`src/rtl/sdi_pkg.sv`:
```
package sdi_pkg;

   // {cs_n, ras_n, cas_n, we_n}
   typedef enum logic [3:0] {
      CMD_MRS  = 4'b0000,
      CMD_AREF = 4'b0001,
      CMD_PRE  = 4'b0010,
      CMD_NOP  = 4'b0111
   } cmd_t;

   typedef enum logic [2:0] {
      ST_BOOT,
      ST_PRE,
      ST_AREF,
      ST_MRS,
      ST_ARM,
      ST_RUN
   } seq_t;

   function automatic int max_of(input int a, input int b);
      return (a > b) ? a : b;
   endfunction

   function automatic logic [2:0] burst_code(input int len);
      case (len)
         1:       return 3'b000;
         2:       return 3'b001;
         4:       return 3'b010;
         8:       return 3'b011;
         default: return 3'b111;
      endcase
   endfunction

   // Mode word: [2:0] burst length, [3] interleave, [6:4] CAS latency,
   // [8:7] operating mode, [9] single-location writes
   function automatic logic [15:0] mode_word(input int len, input int cas,
                                             input bit interleave,
                                             input bit single_wr);
      logic [15:0] w;
      w       = '0;
      w[2:0]  = burst_code(len);
      w[3]    = interleave;
      w[6:4]  = 3'(cas);
      w[8:7]  = 2'b00;
      w[9]    = single_wr;
      return w;
   endfunction

endpackage

```
`src/rtl/sdi_gap_timer.sv`:
```
module sdi_gap_timer #(
   parameter int MAX_GAP = 64,
   localparam int TW = (MAX_GAP > 1) ? $clog2(MAX_GAP) : 1
) (
   input  logic          clk,
   input  logic          rst_n,
   input  logic          load,
   input  logic [TW-1:0] load_val,
   output logic          busy
);

   if (MAX_GAP < 1) begin : g_bad_gap
      $error("sdi_gap_timer: MAX_GAP must be at least 1");
   end

   if (MAX_GAP == 1) begin : g_no_count
      // Every spacing is one cycle: nothing to hold off
      assign busy = 1'b0;
      logic unused_in;
      assign unused_in = load ^ (^load_val);
   end else begin : g_count
      logic [TW-1:0] cnt_q;

      always_ff @(posedge clk or negedge rst_n) begin
         if (!rst_n) begin
            cnt_q <= '0;
         end else if (load) begin
            cnt_q <= load_val;
         end else if (cnt_q != '0) begin
            cnt_q <= cnt_q - 1'b1;
         end
      end

      assign busy = (cnt_q != '0);

      assert_busy_countdown_R8: assert property (@(posedge clk) disable iff (!rst_n)
         (busy && !load) |=> (cnt_q == $past(cnt_q) - 1'b1));
   end

endmodule

```
`src/rtl/sdi_refresh_timer.sv`:
```
module sdi_refresh_timer #(
   parameter int RELOAD = 2323,
   localparam int RW = $clog2(RELOAD + 1)
) (
   input  logic clk,
   input  logic rst_n,
   input  logic start,
   output logic req
);

   if (RELOAD < 1) begin : g_bad_reload
      $error("sdi_refresh_timer: RELOAD must be at least 1");
   end

   logic [RW-1:0] cnt_q;
   logic          run_q;
   logic          req_q;

   always_ff @(posedge clk or negedge rst_n) begin
      if (!rst_n) begin
         cnt_q <= '0;
         run_q <= 1'b0;
         req_q <= 1'b0;
      end else if (start) begin
         cnt_q <= RW'(RELOAD);
         run_q <= 1'b1;
         req_q <= 1'b0;
      end else if (run_q) begin
         if (cnt_q == '0) begin
            cnt_q <= RW'(RELOAD);
            req_q <= 1'b1;
         end else begin
            cnt_q <= cnt_q - 1'b1;
            req_q <= 1'b0;
         end
      end else begin
         req_q <= 1'b0;
      end
   end

   assign req = req_q;

   assert_req_one_cycle_R9: assert property (@(posedge clk) disable iff (!rst_n)
      req |=> !req);

   assert_reload_on_expiry_R9: assert property (@(posedge clk) disable iff (!rst_n)
      (run_q && !start && cnt_q == '0) |=> (req && cnt_q == RW'(RELOAD)));

   assert_req_needs_run_R10: assert property (@(posedge clk) disable iff (!rst_n)
      req |-> run_q);

endmodule

```
`src/rtl/sdi_pin_driver.sv`:
```
module sdi_pin_driver
   import sdi_pkg::*;
#(
   parameter int ADDR_W = 12,
   parameter int BA_W   = 2
) (
   input  logic              clk,
   input  logic              rst_n,
   input  logic              cke_on,
   input  logic              issue,
   input  cmd_t              cmd,
   input  logic [ADDR_W-1:0] addr,
   input  logic [BA_W-1:0]   ba,
   output logic              sd_cke,
   output logic              sd_cs_n,
   output logic              sd_ras_n,
   output logic              sd_cas_n,
   output logic              sd_we_n,
   output logic [BA_W-1:0]   sd_ba,
   output logic [ADDR_W-1:0] sd_addr
);

   cmd_t              cmd_q;
   logic              cke_q;
   logic [ADDR_W-1:0] addr_q;
   logic [BA_W-1:0]   ba_q;

   always_ff @(posedge clk or negedge rst_n) begin
      if (!rst_n) begin
         cke_q  <= 1'b0;
         cmd_q  <= CMD_NOP;
         addr_q <= '0;
         ba_q   <= '0;
      end else begin
         if (cke_on) begin
            cke_q <= 1'b1;
         end
         if (issue) begin
            cmd_q  <= cmd;
            addr_q <= addr;
            ba_q   <= ba;
         end else begin
            cmd_q  <= CMD_NOP;
            addr_q <= '0;
            ba_q   <= '0;
         end
      end
   end

   assign sd_cke   = cke_q;
   assign sd_cs_n  = cmd_q[3];
   assign sd_ras_n = cmd_q[2];
   assign sd_cas_n = cmd_q[1];
   assign sd_we_n  = cmd_q[0];
   assign sd_ba    = ba_q;
   assign sd_addr  = addr_q;

   assert_pre_a10_R3: assert property (@(posedge clk) disable iff (!rst_n)
      ({sd_cs_n, sd_ras_n, sd_cas_n, sd_we_n} == 4'b0010) |-> sd_addr[10]);

   assert_cmd_after_cke_R2: assert property (@(posedge clk) disable iff (!rst_n)
      ({sd_cs_n, sd_ras_n, sd_cas_n, sd_we_n} != 4'b0111) |-> sd_cke);

endmodule

```
`src/rtl/sdram_init_seq.sv`:
```
module sdram_init_seq
   import sdi_pkg::*;
#(
   parameter int ADDR_W        = 12,
   parameter int BA_W          = 2,
   parameter int PWRUP_CYCLES  = 64,
   parameter int AREF_COUNT    = 8,
   parameter int T_RP          = 3,
   parameter int T_RFC         = 11,
   parameter int T_MRD         = 2,
   parameter int CLK_MHZ       = 150,
   parameter int REF_WINDOW_US = 64000,
   parameter int REF_ROWS      = 4096,
   parameter int REF_MARGIN    = 20,
   parameter int BURST_LEN     = 2,
   parameter int CAS_LAT       = 3,
   parameter bit WRITE_SINGLE  = 1'b1
) (
   input  logic              clk,
   input  logic              rst_n,
   output logic              sd_cke,
   output logic              sd_cs_n,
   output logic              sd_ras_n,
   output logic              sd_cas_n,
   output logic              sd_we_n,
   output logic [BA_W-1:0]   sd_ba,
   output logic [ADDR_W-1:0] sd_addr,
   output logic              init_busy,
   output logic              init_done,
   output logic              refresh_req
);

   localparam int MAX_GAP   = max_of(max_of(PWRUP_CYCLES, T_RP), max_of(T_RFC, T_MRD));
   localparam int TW        = (MAX_GAP > 1) ? $clog2(MAX_GAP) : 1;
   localparam int AW        = $clog2(AREF_COUNT + 1);
   localparam int ROW_NS    = (REF_WINDOW_US * 1000) / REF_ROWS;
   localparam int RELOAD    = (ROW_NS * CLK_MHZ) / 1000 - REF_MARGIN;
   localparam logic [15:0] MODE_FULL = mode_word(BURST_LEN, CAS_LAT, 1'b0, WRITE_SINGLE);
   localparam logic [ADDR_W-1:0] MODE_VAL = MODE_FULL[ADDR_W-1:0];

   if (AREF_COUNT < 2) begin : g_bad_aref
      $error("sdram_init_seq: AREF_COUNT must be at least 2");
   end
   if (ADDR_W < 11) begin : g_bad_addr
      $error("sdram_init_seq: ADDR_W must reach bit 10");
   end
   if (PWRUP_CYCLES < 1 || T_RP < 1 || T_RFC < 1 || T_MRD < 1) begin : g_bad_gap
      $error("sdram_init_seq: every spacing must be at least one cycle");
   end
   if (CAS_LAT != 2 && CAS_LAT != 3) begin : g_bad_cas
      $error("sdram_init_seq: CAS_LAT must be 2 or 3");
   end
   if (BURST_LEN != 1 && BURST_LEN != 2 && BURST_LEN != 4 && BURST_LEN != 8) begin : g_bad_bl
      $error("sdram_init_seq: BURST_LEN must be 1, 2, 4 or 8");
   end
   if (RELOAD < 1) begin : g_bad_reload
      $error("sdram_init_seq: refresh reload underflows");
   end

   seq_t              st_q, st_d;
   logic [AW-1:0]     aref_q, aref_d;
   logic              ready_q, ready_d;
   logic              issue;
   cmd_t              cmd_d;
   logic [ADDR_W-1:0] addr_d;
   logic [BA_W-1:0]   ba_d;
   logic              t_load;
   logic [TW-1:0]     t_val;
   logic              t_busy;
   logic              cke_on;
   logic              ref_start;
   logic              unused_mode;

   assign unused_mode = ^MODE_FULL;

   always_comb begin
      st_d      = st_q;
      aref_d    = aref_q;
      ready_d   = ready_q;
      issue     = 1'b0;
      cmd_d     = CMD_NOP;
      addr_d    = '0;
      ba_d      = '0;
      t_load    = 1'b0;
      t_val     = '0;
      cke_on    = 1'b0;
      ref_start = 1'b0;
      case (st_q)
         ST_BOOT: begin
            cke_on = 1'b1;
            t_load = 1'b1;
            t_val  = TW'(PWRUP_CYCLES - 1);
            st_d   = ST_PRE;
         end
         ST_PRE: begin
            if (!t_busy) begin
               issue      = 1'b1;
               cmd_d      = CMD_PRE;
               addr_d[10] = 1'b1;
               t_load     = 1'b1;
               t_val      = TW'(T_RP - 1);
               st_d       = ST_AREF;
            end
         end
         ST_AREF: begin
            if (!t_busy) begin
               issue  = 1'b1;
               cmd_d  = CMD_AREF;
               t_load = 1'b1;
               t_val  = TW'(T_RFC - 1);
               aref_d = aref_q + 1'b1;
               if (aref_q == AW'(AREF_COUNT - 1)) begin
                  st_d = ST_MRS;
               end
            end
         end
         ST_MRS: begin
            if (!t_busy) begin
               issue  = 1'b1;
               cmd_d  = CMD_MRS;
               addr_d = MODE_VAL;
               t_load = 1'b1;
               t_val  = TW'(T_MRD - 1);
               st_d   = ST_ARM;
            end
         end
         ST_ARM: begin
            if (!t_busy) begin
               ref_start = 1'b1;
               ready_d   = 1'b1;
               st_d      = ST_RUN;
            end
         end
         default: begin
            st_d = ST_RUN;
         end
      endcase
   end

   always_ff @(posedge clk or negedge rst_n) begin
      if (!rst_n) begin
         st_q    <= ST_BOOT;
         aref_q  <= '0;
         ready_q <= 1'b0;
      end else begin
         st_q    <= st_d;
         aref_q  <= aref_d;
         ready_q <= ready_d;
      end
   end

   sdi_gap_timer #(.MAX_GAP(MAX_GAP)) u_gap (
      .clk      (clk),
      .rst_n    (rst_n),
      .load     (t_load),
      .load_val (t_val),
      .busy     (t_busy)
   );

   sdi_refresh_timer #(.RELOAD(RELOAD)) u_ref (
      .clk   (clk),
      .rst_n (rst_n),
      .start (ref_start),
      .req   (refresh_req)
   );

   sdi_pin_driver #(.ADDR_W(ADDR_W), .BA_W(BA_W)) u_pins (
      .clk      (clk),
      .rst_n    (rst_n),
      .cke_on   (cke_on),
      .issue    (issue),
      .cmd      (cmd_d),
      .addr     (addr_d),
      .ba       (ba_d),
      .sd_cke   (sd_cke),
      .sd_cs_n  (sd_cs_n),
      .sd_ras_n (sd_ras_n),
      .sd_cas_n (sd_cas_n),
      .sd_we_n  (sd_we_n),
      .sd_ba    (sd_ba),
      .sd_addr  (sd_addr)
   );

   assign init_busy = t_busy;
   assign init_done = ready_q;

   assert_no_issue_busy_R8: assert property (@(posedge clk) disable iff (!rst_n)
      issue |-> !t_busy);

   assert_cke_sticky_R2: assert property (@(posedge clk) disable iff (!rst_n)
      sd_cke |=> sd_cke);

   assert_ready_sticky_R10: assert property (@(posedge clk) disable iff (!rst_n)
      init_done |=> init_done);

   assert_quiet_after_ready_R10: assert property (@(posedge clk) disable iff (!rst_n)
      init_done |-> ({sd_cs_n, sd_ras_n, sd_cas_n, sd_we_n} == 4'b0111));

   assert_req_gated_R10: assert property (@(posedge clk) disable iff (!rst_n)
      refresh_req |-> init_done);

   assert_aref_total_R4: assert property (@(posedge clk) disable iff (!rst_n)
      (st_q == ST_MRS) |-> (aref_q == AW'(AREF_COUNT)));

   assert_mode_word_R7: assert property (@(posedge clk) disable iff (!rst_n)
      ({sd_cs_n, sd_ras_n, sd_cas_n, sd_we_n} == 4'b0000) |-> (sd_ba == '0));

endmodule

```
`config.mk`:
```
export PLATFORM = sky130hd
export DESIGN_NAME = sdram_init_seq
export DESIGN_NICKNAME = d
export VERILOG_FILES = /design/src/rtl/sdi_pkg.sv /design/src/rtl/sdi_gap_timer.sv /design/src/rtl/sdi_refresh_timer.sv /design/src/rtl/sdi_pin_driver.sv /design/src/rtl/sdram_init_seq.sv
export SDC_FILE = /design/constraint.sdc
export NUM_CORES = 1
export LEC_CHECK = 0
export BUFFER_PORTS_ARGS = -buffer_cell sky130_fd_sc_hd__buf_2
export CAP_MARGIN = 5
export CORE_UTILIZATION = 59
export DETAILED_ROUTE_END_ITERATION = 12
export PLACE_DENSITY = 0.81
export RECOVER_POWER = 25
export SLEW_MARGIN = 20
export SYNTH_ARGS = -nofsm -noshare
export SYNTH_HDL_FRONTEND = slang
export SYNTH_HIERARCHICAL = 1
export SYNTH_SLANG_ARGS = --single-unit
```
`constraint.sdc`:
```
create_clock -name clk -period 2.9 [get_ports clk]
set_input_delay 0.145 -clock clk [delete_from_list [all_inputs] [get_ports clk]]
set_output_delay 0.145 -clock clk [all_outputs]
set_load 0.01 [all_outputs]
```
# Word-level counts from Yosys, hierarchy flattened
# Cells that the tools add are included.
# totals
out_inout_bits	22
rom_bits	0
input_bits	2
ram_bits	0
latch_bits	0
n_memories	0
elab_cells	66
reg_bits	44
# classes
mux	33
reduce_logical	9
shift	0
div_mod_pow	0
n_addsub	3
mul	0
eq_ne	10
order_cmp	0
n_bitwise	1
# ops
operator	n
$mux W12	4
$mux W3	9
$pmux W6 S4	1
$mux W10	2
$pmux W3 S5	1
$logic_not A12 Y1	1
$mux W6	2
$sub A12 B1 Y12 const B	1
$ne A2 B2 Y1 const B	5
$mux W1	9
$pmux W3 S3	1
$eq A3 B2 Y1 const B	2
$reduce_bool A6 Y1	1
$sub A6 B1 Y6 const B	1
$reduce_and A5 Y1	1
$add A4 B1 Y4 const B	1
$eq A4 B3 Y1 const B	1
$mux W4	1
$pmux W1 S2	2
$reduce_and A2 Y1	2
$reduce_bool A2 Y1	2
$eq A3 B1 Y1 const B	1
$eq A3 B3 Y1 const B	1
$logic_not A3 Y1	1
3 further kinds	3

# Logic depth before layout (Yosys ltp)
# depth
depth_word	4
ltp_mapped	11
ltp_nobuf	10

# Modules after synthesis
# The synthesis kept the hierarchy.
# modules_own_cells
module	area_each_um2	seq_area_each_um2	cells_per_inst	n_inst
sdi_refresh_timer	814.5	350.3	80	1
sdi_pin_driver	624.3	479.2	39	1
sdram_init_seq	486.7	200.2	51	1
sdi_gap_timer	384.1	150.1	40	1

# Worst setup path after synthesis
# OpenSTA, ideal clock, no wires.
# synth_path
path_type	reg-to-reg
from	reg u_gap.g_count.cnt_q[3]
to	reg u_ref.cnt_q[5]
synth_period_minus_slack_ns	2.193
path_buffers	2
setup_time_ns	0.140
slack_ns	0.707
required_time_ns	2.760
t_arrival_ns	2.053
stages_incl_launch_ff	10
path_cell_list	dfrtp_1 -> or3_4 -> nor2_1 -> inv_1 -> buf_2 -> nor2_1 -> clkbuf_1 -> inv_1 -> o311ai_0 -> o41ai_1
# synth_between
elab_chain_cells	4
elab_cells_between_ends	5
classes_between	3 x mux; 2 x reduce/logical
# synth_lines
element	line	text
start, declared	sdi_gap_timer.sv:22	logic [TW-1:0] cnt_q;
start signal, assigned	sdi_gap_timer.sv:28	cnt_q <= load_val;
start signal, assigned	sdi_gap_timer.sv:30	cnt_q <= cnt_q - 1'b1;
$reduce_bool A6 Y1 *	sdi_gap_timer.sv:34	assign busy = (cnt_q != '0);
named net init_busy	sdram_init_seq.sv:28	output logic init_busy,
$mux W1 *	sdram_init_seq.sv:128	if (!t_busy) begin
$mux W1 *	sdram_init_seq.sv:88	case (st_q)
named net ref_start	sdram_init_seq.sv:71	logic ref_start;
$mux W12 or $reduce_bool A2 Y1 (tied branches)	n/a	
end signal, assigned	sdi_refresh_timer.sv:25	cnt_q <= RW'(RELOAD);
end signal, assigned	sdi_refresh_timer.sv:30	cnt_q <= RW'(RELOAD);
end signal, assigned	sdi_refresh_timer.sv:33	cnt_q <= cnt_q - 1'b1;
end, declared	sdi_refresh_timer.sv:15	logic [RW-1:0] cnt_q;
# The timed path passes the listed nets; every way through them passes the cells marked *.
# A chain may end at the register's enable or synchronous reset.

# Worst setup path after layout
# layout_path
from	reg u_gap.g_count.cnt_q[3]
to	reg u_pins.cmd_q[2]
# layout_between
elab_chain_cells	4
elab_cells_between_ends	8
classes_between	7 x mux; 1 x reduce/logical
# layout_lines
element	line	text
$reduce_bool A6 Y1 *	sdi_gap_timer.sv:34	
$mux W3 (on tied branches)	sdram_init_seq.sv:118, sdram_init_seq.sv:96, sdram_init_seq.sv:106	
$pmux W3 S3 *	sdram_init_seq.sv:88	
named net cmd_d[2]	sdram_init_seq.sv:64	cmd_t cmd_d;
$mux W3 *	sdi_pin_driver.sv:38	if (issue) begin
end signal, assigned	sdi_pin_driver.sv:39	cmd_q <= cmd;
end, declared	sdi_pin_driver.sv:23	cmd_t cmd_q;
# Marks and branches as above.

==> results.toml <==
[outcome]
outcome = "complete, no violations"

[drt]
vias = 1637
post_drt_wl_per_cell_um = 14.0
drt_iter0_drc = 194
routed_wl_mm = 4.06
drc = 0
drtAntennaViolNets = 0
viasPerCell = 5.64
first_pass_iters = 4

[grt]
overflow = 0
grt_start_max_net_pins = 48
grt_use_total = 0.231
grt_pass1_vias = 1538
grtUsageMet2 = 0.350
grt_pass1_wl_mm = 7.13
busiest_layer = "met2"
grt_antenna_before_repair = 0
grt_use_met3 = 0.0704
use_met1 = 0.308

[sta]
skew_ps = 9.98
hold_viol_final = 0
setup_viol = 0
max_freq_mhz = 441
worst_pin_slew_ps = 1110
rsz0062_at_grt = "false"
maxSlewHeadroom = 0.259
period_needed_ps = 2270
slew_viol_final = 0
setup_tns_ps = 0
period_share = 0.782

[worst_setup_path]
critPathCaptureType = "flip-flop"
cp.arrival_ps = 2500
required_ps = 3140
crit_path_start_kind = "flip-flop"
cp_max_fo = 18
crit_type = "reg2reg"

[power]
leakage_nw = 1.22
powerDensity_mw_per_mm2 = 413
p_int_w = 0.000825
switching_power_w = 0.000231
total_power_w = 0.00106
clkPwrFrac = 0.366
power_frac_comb = 0.014
peakVddDrop_v = 0.000257
seq_power_share = 0.620
sw_frac_of_total = 0.219

[synthesis]
synth_top_area_frac = 0.477
synthArstFlopShare = 1.00
yosysMostFrequentCell = "dfrtp_1"
synth_top_area_cell = "dfrtp_1"
synth_area_leaders = "dfrtp_1 (48%), and2_2 (4.6%), dfstp_2 (3.4%)"
synthCells = 210
yosys_warnings = 6
synth-edff-count = 0
syn_area_mm2 = 0.00231
ys_types = 59
ys_seq_area_frac = 0.511
syn_area_per_cell_um2 = 11.0
yosys_register_bits = 47
yosys-top-cells-count = "dfrtp_1 (44), and2_2 (14), nand2_1 (12), nor2_1 (12)"
ys.flop_type = "dfrtp_1"

[layout]
finalNetCount = 248
utilization = 0.689
syn2layout_area_growth_pct = 10.8
drive_gt1_frac = 0.260
n_antenna_cell = 0
n_fill_cell = 285
fin_cells = 290

[die]
start_util = 0.622
core_region_area_mm2 = 0.00372
pin_count = 24
rows = 22
die-area_mm2 = 0.00417
fp.dieW_um = 64.6
chipHeight_um = 64.6

[place]
gp_congestion = 0.884
portBuffers = 23
dp_hpwl_mm = 2.78
placed_cells = 281

[run]
maxCapViolCount = 0

[clock_network]
htreeDepth = 2
clock-sinks = 47
cts_tree = "built"
post_cts_resized = 0
clk_pin_slew_ps = 90
ctsLongestPathBuffers = 2
cts-root-buf = "clkbuf_8"
clk_latency_ps = 300
cts_buffers = 5

[worst_hold_path]
hold_path.class = "reg2reg"
## registers in the layout, indices dropped and copies added (netlist names)
register             count
aref_q                   4
init_done                1
st_q                     3
u_gap/g_count.cnt_q      6
u_pins/cmd_q             4
u_pins/sd_addr          12
u_pins/sd_ba             2
u_pins/sd_cke            1
u_ref/cnt_q             12
u_ref/req                1
u_ref/run_q              1
## path summary, 6_finish.rpt
kind                                        startpoint         endpoint  slack (ps)  depth (start not counted)
min in group asynchronous                        rst_n  u_pins/sd_ba[0]         600                          2
worst min-delay path                     u_pins/sd_cke    u_pins/sd_cke         470                          1
max in group asynchronous                        rst_n   u_ref/cnt_q[1]        1620                          2
worst max register to register  u_gap/g_count.cnt_q[3]  u_pins/cmd_q[2]         630                          6
worst min register to register           u_pins/sd_cke    u_pins/sd_cke         470                          1
worst max-delay path            u_gap/g_count.cnt_q[3]  u_pins/cmd_q[2]         630                          6
## logic make-up after synthesis
family,Yosys count,share of synthesized area
xor+xnor,6,0.0228
flops,47,0.511
other cells,1,0.00162
compound gates,44,0.139
buf+inv,19,0.0433
simple gates,87,0.251
fa+ha+maj,5,0.0271
mux,1,0.00488
## cell usage in the layout, fill, tap and decap left out, drive strengths merged, types with 3 or more instances in the layout
master	Yosys	routed
nor2b	5	5
and2	15	15
dfrtp	44	44
ha	5	5
a31oi	4	4
or2	4	4
or3	5	5
o41ai	3	3
buf	7	24
o311ai	3	3
nand2	12	12
dfstp	3	3
xnor2	5	5
o31ai	6	6
or2b	3	3
nor4b	4	4
a21oi	8	8
nand2b	4	4
conb	1	10
nor4	4	4
inv	8	8
o21ai	5	5
nor3	5	5
o22ai	3	3
clkbuf	4	7
nor2	12	12
## per-layer routing
metal | share of wire | up-vias
met2 | 0.48 | 46
met3 | 0.048 | 5
met5 | 0 | -
li1 | - | 802
met4 | 0.016 | 0
met1 | 0.45 | 784
## critical path, cell delays in order (launching register included)
cell and delay [ps]:
dfrtp_1 430, or3_4 420, nor2_1 180, inv_1 210, or3_1 400, inv_1 290
or2b_1 270
## cell type report
class                           instances  area (µm²)  area share
Timing Repair Buffer                   26         140      0.0548
Tap cell                               48        60.1      0.0235
Sequential cell                        47        1180       0.461
Inverter                                8        30.0      0.0117
Clock inverter                          2        12.5     0.00489
Multi-Input combinational cell        153        1060       0.416
Clock buffer                            6        72.6      0.0284
## power groups by stage
stage / combinational, W / clock [W] / sequential (W)
6_report: 0.0000144 / 0.000387 / 0.000655
5_1_grt: 0.0000182 / 0.000429 / 0.000655
4_1_cts: 0.0000141 / 0.000394 / 0.000655
3_5_place_dp: 0.0000141 / 0 / 0.000668
3_3_place_gp: 0.0000139 / 0 / 0.000668
2_1_floorplan: 0.000000870 / 0 / 0.000668
## per-stage QoR
stage / instance area (µm²) / setup slack [ps] / hold WS (ps)
finish: 2560 / 633 / 475
global route: 2560 / 349 / 489
CTS: 2550 / 639 / 38.0
detailed placement: 2460 / 666 / 369
global placement: 2460 / 717 / 360
floorplan: 2340 / 707 / -151
## repair_timing
action	4_1_cts	5_1_grt
endpoints found under the setup margin	0	0
endpoints found under the hold margin	0	44
buffers inserted	0	0
hold buffers	0	1
(Power assumes the default switching activity.)
